--- src/rtl/rpf_pkg.sv ---
package rpf_pkg;
    localparam int unsigned WORD_BYTES = 8;
    localparam int unsigned OFS_W      = 3;
    localparam int unsigned WORD_W     = WORD_BYTES * 8;

    typedef enum logic [1:0] {
        FETCH_IDLE,
        FETCH_REQ,
        FETCH_DATA
    } fetch_state_e;
endpackage

--- src/rtl/rpf_store.sv ---
module rpf_store #(
    parameter int unsigned DW    = 64,
    parameter int unsigned DEPTH = 16,
    parameter int unsigned CW    = $clog2(DEPTH + 1)
) (
    input  logic          clk,
    input  logic          rst_n,
    input  logic          clear,
    input  logic          push,
    input  logic [DW-1:0] push_data,
    input  logic          pop,
    output logic [DW-1:0] head,
    output logic [CW-1:0] count
);
    localparam int unsigned PW = (DEPTH > 1) ? $clog2(DEPTH) : 1;

    typedef struct packed {
        logic [PW-1:0] wr;
        logic [PW-1:0] rd;
        logic [CW-1:0] cnt;
    } store_t;

    store_t        s_d, s_q;
    logic [DW-1:0] mem [DEPTH];

    function automatic logic [PW-1:0] bump(input logic [PW-1:0] p);
        return (p == PW'(DEPTH - 1)) ? '0 : p + PW'(1);
    endfunction

    always_comb begin
        s_d = s_q;
        if (clear) begin
            s_d = '0;
        end else begin
            if (push) s_d.wr = bump(s_q.wr);
            if (pop)  s_d.rd = bump(s_q.rd);
            case ({push, pop})
                2'b10:   s_d.cnt = s_q.cnt + CW'(1);
                2'b01:   s_d.cnt = s_q.cnt - CW'(1);
                default: s_d.cnt = s_q.cnt;
            endcase
        end
    end

    always_ff @(posedge clk or negedge rst_n) begin
        if (!rst_n) s_q <= '0;
        else        s_q <= s_d;
    end

    always_ff @(posedge clk) begin
        if (push && !clear) mem[s_q.wr] <= push_data;
    end

    assign head  = mem[s_q.rd];
    assign count = s_q.cnt;
endmodule

--- src/rtl/rpf_fetch.sv ---
module rpf_fetch
    import rpf_pkg::*;
#(
    parameter int unsigned AW    = 32,
    parameter int unsigned BURST = 4,
    parameter int unsigned DEPTH = 16,
    parameter int unsigned CW    = $clog2(DEPTH + 1),
    parameter int unsigned LW    = $clog2(BURST + 1)
) (
    input  logic          clk,
    input  logic          rst_n,
    input  logic          init,
    input  logic [AW-1:0] init_addr,
    input  logic [AW-1:0] start_addr,
    input  logic [AW-1:0] end_addr,
    input  logic          fill_en,
    input  logic          use_level,
    input  logic [AW-1:0] level_addr,
    input  logic [CW-1:0] fifo_count,
    input  logic          mem_gnt,
    input  logic          mem_rvalid,
    output logic          mem_req,
    output logic [AW-1:0] mem_addr,
    output logic [LW-1:0] mem_len,
    output logic          busy,
    output logic          beat_push
);
    typedef struct packed {
        fetch_state_e  st;
        logic [AW-1:0] fptr;
        logic [AW-1:0] raddr;
        logic [LW-1:0] rlen;
        logic [LW-1:0] left;
    } fetch_t;

    fetch_t        s_d, s_q;
    logic [AW-1:0] start_w, end_w, lvl_w;
    logic [AW-1:0] to_end, to_lvl, lim, nxt;
    logic [CW-1:0] free;
    logic          room, lvl_ok, go;

    always_comb begin
        s_d     = s_q;
        start_w = {start_addr[AW-1:OFS_W], OFS_W'(0)};
        end_w   = {end_addr[AW-1:OFS_W], OFS_W'(0)};
        lvl_w   = {level_addr[AW-1:OFS_W], OFS_W'(0)};
        to_end  = ((end_w - s_q.fptr) >> OFS_W) + AW'(1);
        to_lvl  = (lvl_w - s_q.fptr) >> OFS_W;
        lim     = AW'(BURST);
        if (to_end < lim) lim = to_end;
        if (use_level && (lvl_w > s_q.fptr) && (to_lvl < lim)) lim = to_lvl;
        free    = CW'(DEPTH) - fifo_count;
        room    = free >= CW'(BURST);
        lvl_ok  = !use_level || (lvl_w != s_q.fptr);
        go      = fill_en && lvl_ok && room && !init;
        nxt     = s_q.raddr + (AW'(s_q.rlen) << OFS_W);

        case (s_q.st)
            FETCH_IDLE: begin
                if (go) begin
                    s_d.st    = FETCH_REQ;
                    s_d.raddr = s_q.fptr;
                    s_d.rlen  = LW'(lim);
                end
            end
            FETCH_REQ: begin
                if (mem_gnt) begin
                    s_d.st   = FETCH_DATA;
                    s_d.left = s_q.rlen;
                    s_d.fptr = (nxt > end_w) ? start_w : nxt;
                end
            end
            FETCH_DATA: begin
                if (mem_rvalid) begin
                    s_d.left = s_q.left - LW'(1);
                    if (s_q.left == LW'(1)) s_d.st = FETCH_IDLE;
                end
            end
            default: s_d.st = FETCH_IDLE;
        endcase

        if (init) begin
            s_d.st   = FETCH_IDLE;
            s_d.fptr = {init_addr[AW-1:OFS_W], OFS_W'(0)};
            s_d.left = '0;
        end
    end

    always_ff @(posedge clk or negedge rst_n) begin
        if (!rst_n) s_q <= '{st: FETCH_IDLE, default: '0};
        else        s_q <= s_d;
    end

    assign mem_req   = (s_q.st == FETCH_REQ);
    assign mem_addr  = s_q.raddr;
    assign mem_len   = s_q.rlen;
    assign busy      = (s_q.st != FETCH_IDLE);
    assign beat_push = (s_q.st == FETCH_DATA) && mem_rvalid;
endmodule

--- src/rtl/rpf_reader.sv ---
module rpf_reader
    import rpf_pkg::*;
#(
    parameter int unsigned AW     = 32,
    parameter int unsigned DW     = 64,
    parameter int unsigned CW     = 5,
    parameter int unsigned WRAP_W = 16,
    parameter int unsigned AVW    = CW + OFS_W
) (
    input  logic              clk,
    input  logic              rst_n,
    input  logic              init,
    input  logic [AW-1:0]     init_addr,
    input  logic [AW-1:0]     start_addr,
    input  logic [AW-1:0]     end_addr,
    input  logic              drain_en,
    input  logic              swap_en,
    input  logic              rd_pop,
    input  logic [CW-1:0]     fifo_count,
    input  logic [DW-1:0]     head,
    output logic              rd_ready,
    output logic [DW-1:0]     rd_data,
    output logic [AW-1:0]     curr_ptr,
    output logic [AVW-1:0]    bytes_avail,
    output logic [WRAP_W-1:0] wrap_count,
    output logic              pop_ok
);
    localparam int unsigned NBYTES = DW / 8;

    typedef struct packed {
        logic [AW-1:0]     curr;
        logic [WRAP_W-1:0] wraps;
    } rd_t;

    rd_t           s_d, s_q;
    logic [AW-1:0] start_w, end_w, nc;
    logic [DW-1:0] swapped;

    for (genvar i = 0; i < NBYTES; i++) begin : g_swap
        assign swapped[8*i +: 8] = head[DW-1-8*i -: 8];
    end

    assign rd_ready = drain_en && (fifo_count != '0) && !init;
    assign pop_ok   = rd_ready && rd_pop;

    always_comb begin
        s_d     = s_q;
        start_w = {start_addr[AW-1:OFS_W], OFS_W'(0)};
        end_w   = {end_addr[AW-1:OFS_W], OFS_W'(0)};
        nc      = {s_q.curr[AW-1:OFS_W], OFS_W'(0)} + AW'(WORD_BYTES);
        if (init) begin
            s_d.curr  = init_addr;
            s_d.wraps = '0;
        end else if (pop_ok) begin
            if (nc > end_w) begin
                s_d.curr  = start_w;
                s_d.wraps = s_q.wraps + WRAP_W'(1);
            end else begin
                s_d.curr  = nc;
            end
        end
    end

    always_ff @(posedge clk or negedge rst_n) begin
        if (!rst_n) s_q <= '0;
        else        s_q <= s_d;
    end

    assign rd_data     = swap_en ? swapped : head;
    assign curr_ptr    = s_q.curr;
    assign wrap_count  = s_q.wraps;
    assign bytes_avail = (fifo_count == '0) ? '0
                       : ({fifo_count, OFS_W'(0)} - AVW'(s_q.curr[OFS_W-1:0]));
endmodule

--- src/rtl/ring_prefetch_ctrl.sv ---
module ring_prefetch_ctrl
    import rpf_pkg::*;
#(
    parameter  int unsigned ADDR_W      = 32,
    parameter  int unsigned FIFO_DEPTH  = 16,
    parameter  int unsigned BURST_WORDS = 4,
    parameter  int unsigned WRAP_W      = 16,
    localparam int unsigned DATA_W      = WORD_W,
    localparam int unsigned CNT_W       = $clog2(FIFO_DEPTH + 1),
    localparam int unsigned LEN_W       = $clog2(BURST_WORDS + 1),
    localparam int unsigned AVAIL_W     = CNT_W + OFS_W
) (
    input  logic               clk,
    input  logic               rst_n,
    input  logic [ADDR_W-1:0]  cfg_start,
    input  logic [ADDR_W-1:0]  cfg_end,
    input  logic [ADDR_W-1:0]  cfg_curr,
    input  logic [ADDR_W-1:0]  cfg_level,
    input  logic               cfg_init,
    input  logic               cfg_fill_en,
    input  logic               cfg_drain_en,
    input  logic               cfg_use_level,
    input  logic               cfg_swap,
    output logic               mem_req,
    output logic [ADDR_W-1:0]  mem_addr,
    output logic [LEN_W-1:0]   mem_len,
    input  logic               mem_gnt,
    input  logic               mem_rvalid,
    input  logic [DATA_W-1:0]  mem_rdata,
    input  logic               rd_pop,
    output logic               rd_ready,
    output logic [DATA_W-1:0]  rd_data,
    output logic [ADDR_W-1:0]  curr_ptr,
    output logic [AVAIL_W-1:0] bytes_avail,
    output logic [WRAP_W-1:0]  wrap_count,
    output logic               busy
);
    logic              beat_push;
    logic              pop_ok;
    logic [CNT_W-1:0]  fifo_count;
    logic [DATA_W-1:0] head;

    rpf_fetch #(
        .AW(ADDR_W), .BURST(BURST_WORDS), .DEPTH(FIFO_DEPTH),
        .CW(CNT_W), .LW(LEN_W)
    ) u_fetch (
        .clk(clk), .rst_n(rst_n),
        .init(cfg_init), .init_addr(cfg_curr),
        .start_addr(cfg_start), .end_addr(cfg_end),
        .fill_en(cfg_fill_en), .use_level(cfg_use_level), .level_addr(cfg_level),
        .fifo_count(fifo_count),
        .mem_gnt(mem_gnt), .mem_rvalid(mem_rvalid),
        .mem_req(mem_req), .mem_addr(mem_addr), .mem_len(mem_len),
        .busy(busy), .beat_push(beat_push)
    );

    rpf_store #(
        .DW(DATA_W), .DEPTH(FIFO_DEPTH), .CW(CNT_W)
    ) u_store (
        .clk(clk), .rst_n(rst_n),
        .clear(cfg_init),
        .push(beat_push), .push_data(mem_rdata),
        .pop(pop_ok),
        .head(head), .count(fifo_count)
    );

    rpf_reader #(
        .AW(ADDR_W), .DW(DATA_W), .CW(CNT_W), .WRAP_W(WRAP_W), .AVW(AVAIL_W)
    ) u_reader (
        .clk(clk), .rst_n(rst_n),
        .init(cfg_init), .init_addr(cfg_curr),
        .start_addr(cfg_start), .end_addr(cfg_end),
        .drain_en(cfg_drain_en), .swap_en(cfg_swap),
        .rd_pop(rd_pop), .fifo_count(fifo_count), .head(head),
        .rd_ready(rd_ready), .rd_data(rd_data),
        .curr_ptr(curr_ptr), .bytes_avail(bytes_avail),
        .wrap_count(wrap_count), .pop_ok(pop_ok)
    );
endmodule

--- config.mk ---
export PLATFORM = sky130hd
export DESIGN_NAME = ring_prefetch_ctrl
export DESIGN_NICKNAME = d
export VERILOG_FILES = /design/src/rtl/rpf_pkg.sv /design/src/rtl/rpf_store.sv /design/src/rtl/rpf_fetch.sv /design/src/rtl/rpf_reader.sv /design/src/rtl/ring_prefetch_ctrl.sv
export SDC_FILE = /design/constraint.sdc
export NUM_CORES = 1
export LEC_CHECK = 0
export BUFFER_PORTS_ARGS = -buffer_cell sky130_fd_sc_hd__buf_4
export CAP_MARGIN = 20
export CORE_ASPECT_RATIO = 0.9
export CORE_MARGIN = 1.5
export CORE_UTILIZATION = 56
export DETAILED_ROUTE_END_ITERATION = 12
export PLACE_DENSITY = 0.75
export SLEW_MARGIN = 20
export SYNTH_ARGS = -nofsm -noshare
export SYNTH_HDL_FRONTEND = slang
export SYNTH_SLANG_ARGS = --single-unit
--- constraint.sdc ---
create_clock -name clk -period 8.5 [get_ports clk]
set_input_delay 1.7 -clock clk [delete_from_list [all_inputs] [get_ports clk]]
set_output_delay 1.7 -clock clk [all_outputs]
set_load 0.05 [all_outputs]
==> flow_results.org <==
** Setup path
- Cell with the biggest individual delay on the critical path :: sky130_fd_sc_hd__nor4_2
- The worst setup path is captured at a flip-flop.
- Slowest stage delay, CP :: 0.68 ns
- Cell occurring most often along the worst timing path :: sky130_fd_sc_hd__nor2_1
- The signal on the critical path passes through buf_4 -> ha_1 -> a21o_1 -> a221oi_1 -> xor2_1 -> nor4_2 -> xnor2_1 -> or3_1 -> a21oi_1 -> nand3_1 -> a2111oi_4 -> and4_1 -> nand2_1 -> ha_1 -> nor2_1 -> nor2_1 -> nor2_1 -> nor3_1 -> o21ai_0 -> or2_2 -> a21o_1 -> nor2_1 -> a211o_1.
- Top delay family on crit path :: simple AND/OR/NAND/NOR gates
- Together, buffers and inverters on the worst path number 1.
- Worst-case reg-to-reg path depth :: 23
- The worst setup path is of the input pin to flip-flop kind.
- R2R setup slack :: 2.34 ns
- Reg-to-reg critical path startpoint :: u_fetch.s_q[43]$_DFFE_PN0P_
- Worst path required time :: slightly above 9 ns
- Of all nets on the critical path, the largest fanout is 8.
- Arr. time, crit path :: 7.27 ns
- The worst register-to-register path ends at u_fetch.mem_len[0]$_DFFE_PN0P_.
- The most critical setup path has its startpoint at cfg_end[4].
- Startpoint class of the critical path :: input pin

** Finish
- The net count of the finished layout is 3929.
- Combined area of the multi-input logic cells :: 0.0179 sq mm
- Leading cell type in the layout, fill and taps excluded :: sky130_fd_sc_hd__edfxtp_1
- Area of all sequential standard cells :: ~0.034 sq mm
- The finished cells cover around 0.061 sq mm.
- From synthesis to final layout, the design area changed by 14.5%.
- Post-layout util :: between 60% and 70%
- Leaving out filler cells and counting taps, the final layout contains slightly below 5000.
- Share of layout cells above drive strength 1 :: 27.5%
- Count of filler cells inserted in the layout :: 6402
- Leaving out fill and tap cells, the most frequent cells in the layout are sky130_fd_sc_hd__edfxtp_1 (1024), sky130_fd_sc_hd__buf_4 (395), sky130_fd_sc_hd__mux4_2 (320), sky130_fd_sc_hd__nand2_1 (165), sky130_fd_sc_hd__ha_1 (161).

** Routing
- Number of detailed-routing iterations run before antenna repair :: 6
- Number of nets with antenna violations after routing :: 0
- DRT Wirelength :: 139000 um
- Dividing the detail-routed wire length by the instance count gives 28.4 um.
- In this run, the number of DRC markers left after iteration 0 of detailed routing was 3187.
- Ratio of routed vias to standard cells :: 6.35
- In the routed design, unresolved DRC markers number 0.
- Total via count in the routed design :: 31100

** Worst hold path
- The path with the worst hold slack has its endpoint at u_fetch.s_q[1]$_DFFE_PN0P_.
- Min-delay worst type :: flip-flop to flip-flop
- Min-Delay Startpoint :: u_fetch.s_q[1]$_DFFE_PN0P_
- Worst hold path depth :: 2

** STA
- Post-route setup slack :: 1.78 ns
- Final sum of negative setup slack :: 0 ns
- Min cycle time layout :: 6.72 ns
- For this run, the top clock speed supported by timing is between 100 and 150 MHz.
- The number of pins exceeding their max-slew limit in the final report was 0.
- RSZ-0062 raised after global routing :: no
- At the pin with the least slew margin, the transition time is 1.08 ns.
- Worst-case hold slack :: 0.484 ns
- In this run the tightest slew margin relative to its limit is 27.7%.
- Setup violations remaining at the end of the flow were counted as 0.
- Dividing the final minimum period by the clock period gives 79.1%.
- Clock skew on the completed layout was measured at between 0.06 and 0.07 ns.
- The number of hold violations in the final report came to 0.

** Placed design
- Count of port buffers added during placement :: 350
- Once placement completed, the tool counted placed cells totaling roughly 4700.
- The congestion estimate from routability-driven global placement came to 0.968.
- In this run the cell area measured after placement is 0.0569 sq mm.
- OpenSTA, run right after detailed placement, puts the worst setup slack at 1.22 ns.
- Detailed-placement wirelength estimate :: 82800 um

** Global route
- Total track usage :: a little under 30%
- Wire length of the first global-routing pass :: 204000 um
- The initial antenna violation count came to 12.
- Via count of the first global-routing pass :: 31100
- Total grt overflow :: 0
- Pin count of the biggest net entering global routing :: 147

** Logic synthesis
- Counting flops and latches in the post-synthesis netlist gives 1157.
- After technology mapping, the gate count stands at around 3200.
- The synthesized design spends more area on one cell type than any other, namely sky130_fd_sc_hd__edfxtp_1.
- Yosys attributes the largest share of cell area to sky130_fd_sc_hd__edfxtp_1 (58%), sky130_fd_sc_hd__mux4_2 (14%), sky130_fd_sc_hd__dfrtp_1 (6.3%), sky130_fd_sc_hd__ha_1 (3.8%), sky130_fd_sc_hd__mux2_2 (1.5%).
- Count of different cell masters after synthesis :: a little over 80
- Synth async-reset ratio :: 11.5%
- The synthesized design devotes to its leading area cell type 58.1% of total area.
- Count of yosys warnings during synthesis :: 0
- Synth Flop Type :: sky130_fd_sc_hd__edfxtp_1
- The mapped netlist covers 0.0529 sq mm.
- Dividing the synthesized area by the synthesized cell count gives 16.5 sq um.
- The share of the Yosys chip area taken by registers is 64.4%.
- Number of enable-type register cells in the synthesized netlist :: 1024

** Floorplanning
- Die outline width :: 327 um
- Effective utilization at floorplan :: 56.7%
- The die covers approximately 0.096 sq mm.
- Pin placement for this block handled 360 I/O pins.
- Floorplan Core Area :: slightly above 0.09 sq mm
- Standard-cell rows :: roughly 110
- The floorplan step set the die height to 295 um.

** Clock network
- Post-CTS repair changed the size of 0 cells.
- Clock buffer count from CTS :: 110
- In this run the number of H-tree levels came out at 3.
- Number of setup buffers added after CTS :: 0
- Clock transition at path regs :: 0.06 ns
- The root buffer cell chosen for the clock tree is sky130_fd_sc_hd__clkbuf_16.
- The later pin in the worst-skew pair is clocked with a latency of 0.71 ns.
- No sink is reached through more buffers than the 3 on the longest clock path.
- CTS tree :: yes
- Buffers inserted to repair hold after CTS numbered 0.
- Clock tree synthesis found a total of 1157 sinks.

** Pwr
- Dividing total power by cell area gives a power density of 242 mW/mm^2.
- Total power :: 14.6 mW
- Maximum ir drop on the vdd rail :: ~0.26 mV
- Reported leakage power :: 21.2 nW

** Flow run
- Max-capacitance violation count :: 0

** Status
- The run finished with clean final reports.
[final cells by class]
type                       count  area share (%)
timing repair buffer         401            5.08
antenna                        5          0.0207
clock buffer                 136            4.81
inverter                      90           0.558
tap                         1242            2.57
sequential                  1157            56.3
multi-input combinational   1804            29.5
clock inverter                69            1.19
[logic make-up (layout without fill, tap and decap cells)]
logic type	after synthesis	in the layout	share of synthesized area, %
other cells	1	31	0.00709
flops	1157	1157	64.4
xor+xnor	113	113	1.87
mux	449	449	16.2
simple gates	578	578	5.38
compound gates	475	475	5.98
buf+inv	276	696	2.22
fa+ha+maj	163	163	3.88
[routing by layer]
metal  wire (um)  part of all wire [%]  GRT usage (%)
met1       52800                    38           37.8
met2       70800                    51           49.7
met3       11100                   8.0           4.83
met4        4550                   3.3           9.61
met5          97                 0.070              0
[Yosys cell counts, drive strengths merged (5+ instances only)]
cell type / instances
nor4b: 5
nor4: 15
nand3: 60
nand2: 166
ha: 161
a22oi: 15
o22ai: 11
a21oi: 101
dfrtp: 133
o21ai: 112
mux2i: 56
mux2: 73
a21boi: 5
a211oi: 9
edfxtp: 1024
a21o: 66
nor3: 40
o2111ai: 6
buf: 69
nand4: 44
and2: 15
o211ai: 36
nor2b: 19
inv: 89
xnor2: 72
or3: 19
a31oi: 9
nor2: 131
o21a: 37
a221oi: 14
a22o: 5
and3: 26
a211o: 7
nand2b: 11
o31ai: 8
clkbuf: 117
xor2: 41
or2: 9
mux4: 320
[how the worst max path moves through the flow]
stage	slack, ns	cells past startpoint	to
finish	1.78	23	u_fetch.mem_len[0]$_DFFE_PN0P_
global route	1.47	23	u_fetch.mem_len[0]$_DFFE_PN0P_
CTS	1.90	23	u_fetch.mem_len[0]$_DFFE_PN0P_
detailed placement	1.22	23	u_fetch.mem_len[0]$_DFFE_PN0P_
global placement	1.24	23	u_fetch.mem_len[0]$_DFFE_PN0P_
floorplan	1.49	4	u_store.mem[0][0]$_DFFE_PP_
[power breakdown]
| part | total [mW] | leakage [nW] | switching, mW | internal, mW |
|---|---|---|---|---|
| sequential | 6.52 | 10.9 | 0.192 | 6.33 |
| clock | 4.92 | 1.78 | 2.14 | 2.78 |
| combinational | 3.20 | 8.51 | 2.00 | 1.20 |
[state kept, by name (all words and copies together), names as in the netlist]
signal,flops
u_store.mem,1024
u_store.s_q,8
u_fetch.s_q,37
u_reader.wrap_count,16
u_fetch.mem_addr,32
u_reader.curr_ptr,32
u_fetch.mem_len,3
u_store.count,5
[tightest hold or removal path, cell delays in order (launching register included)]
cell                      delay, ns
sky130_fd_sc_hd__dfrtp_1       0.34
sky130_fd_sc_hd__nand2_1       0.05
sky130_fd_sc_hd__o31ai_1       0.06
(Power assumes the default switching activity.)
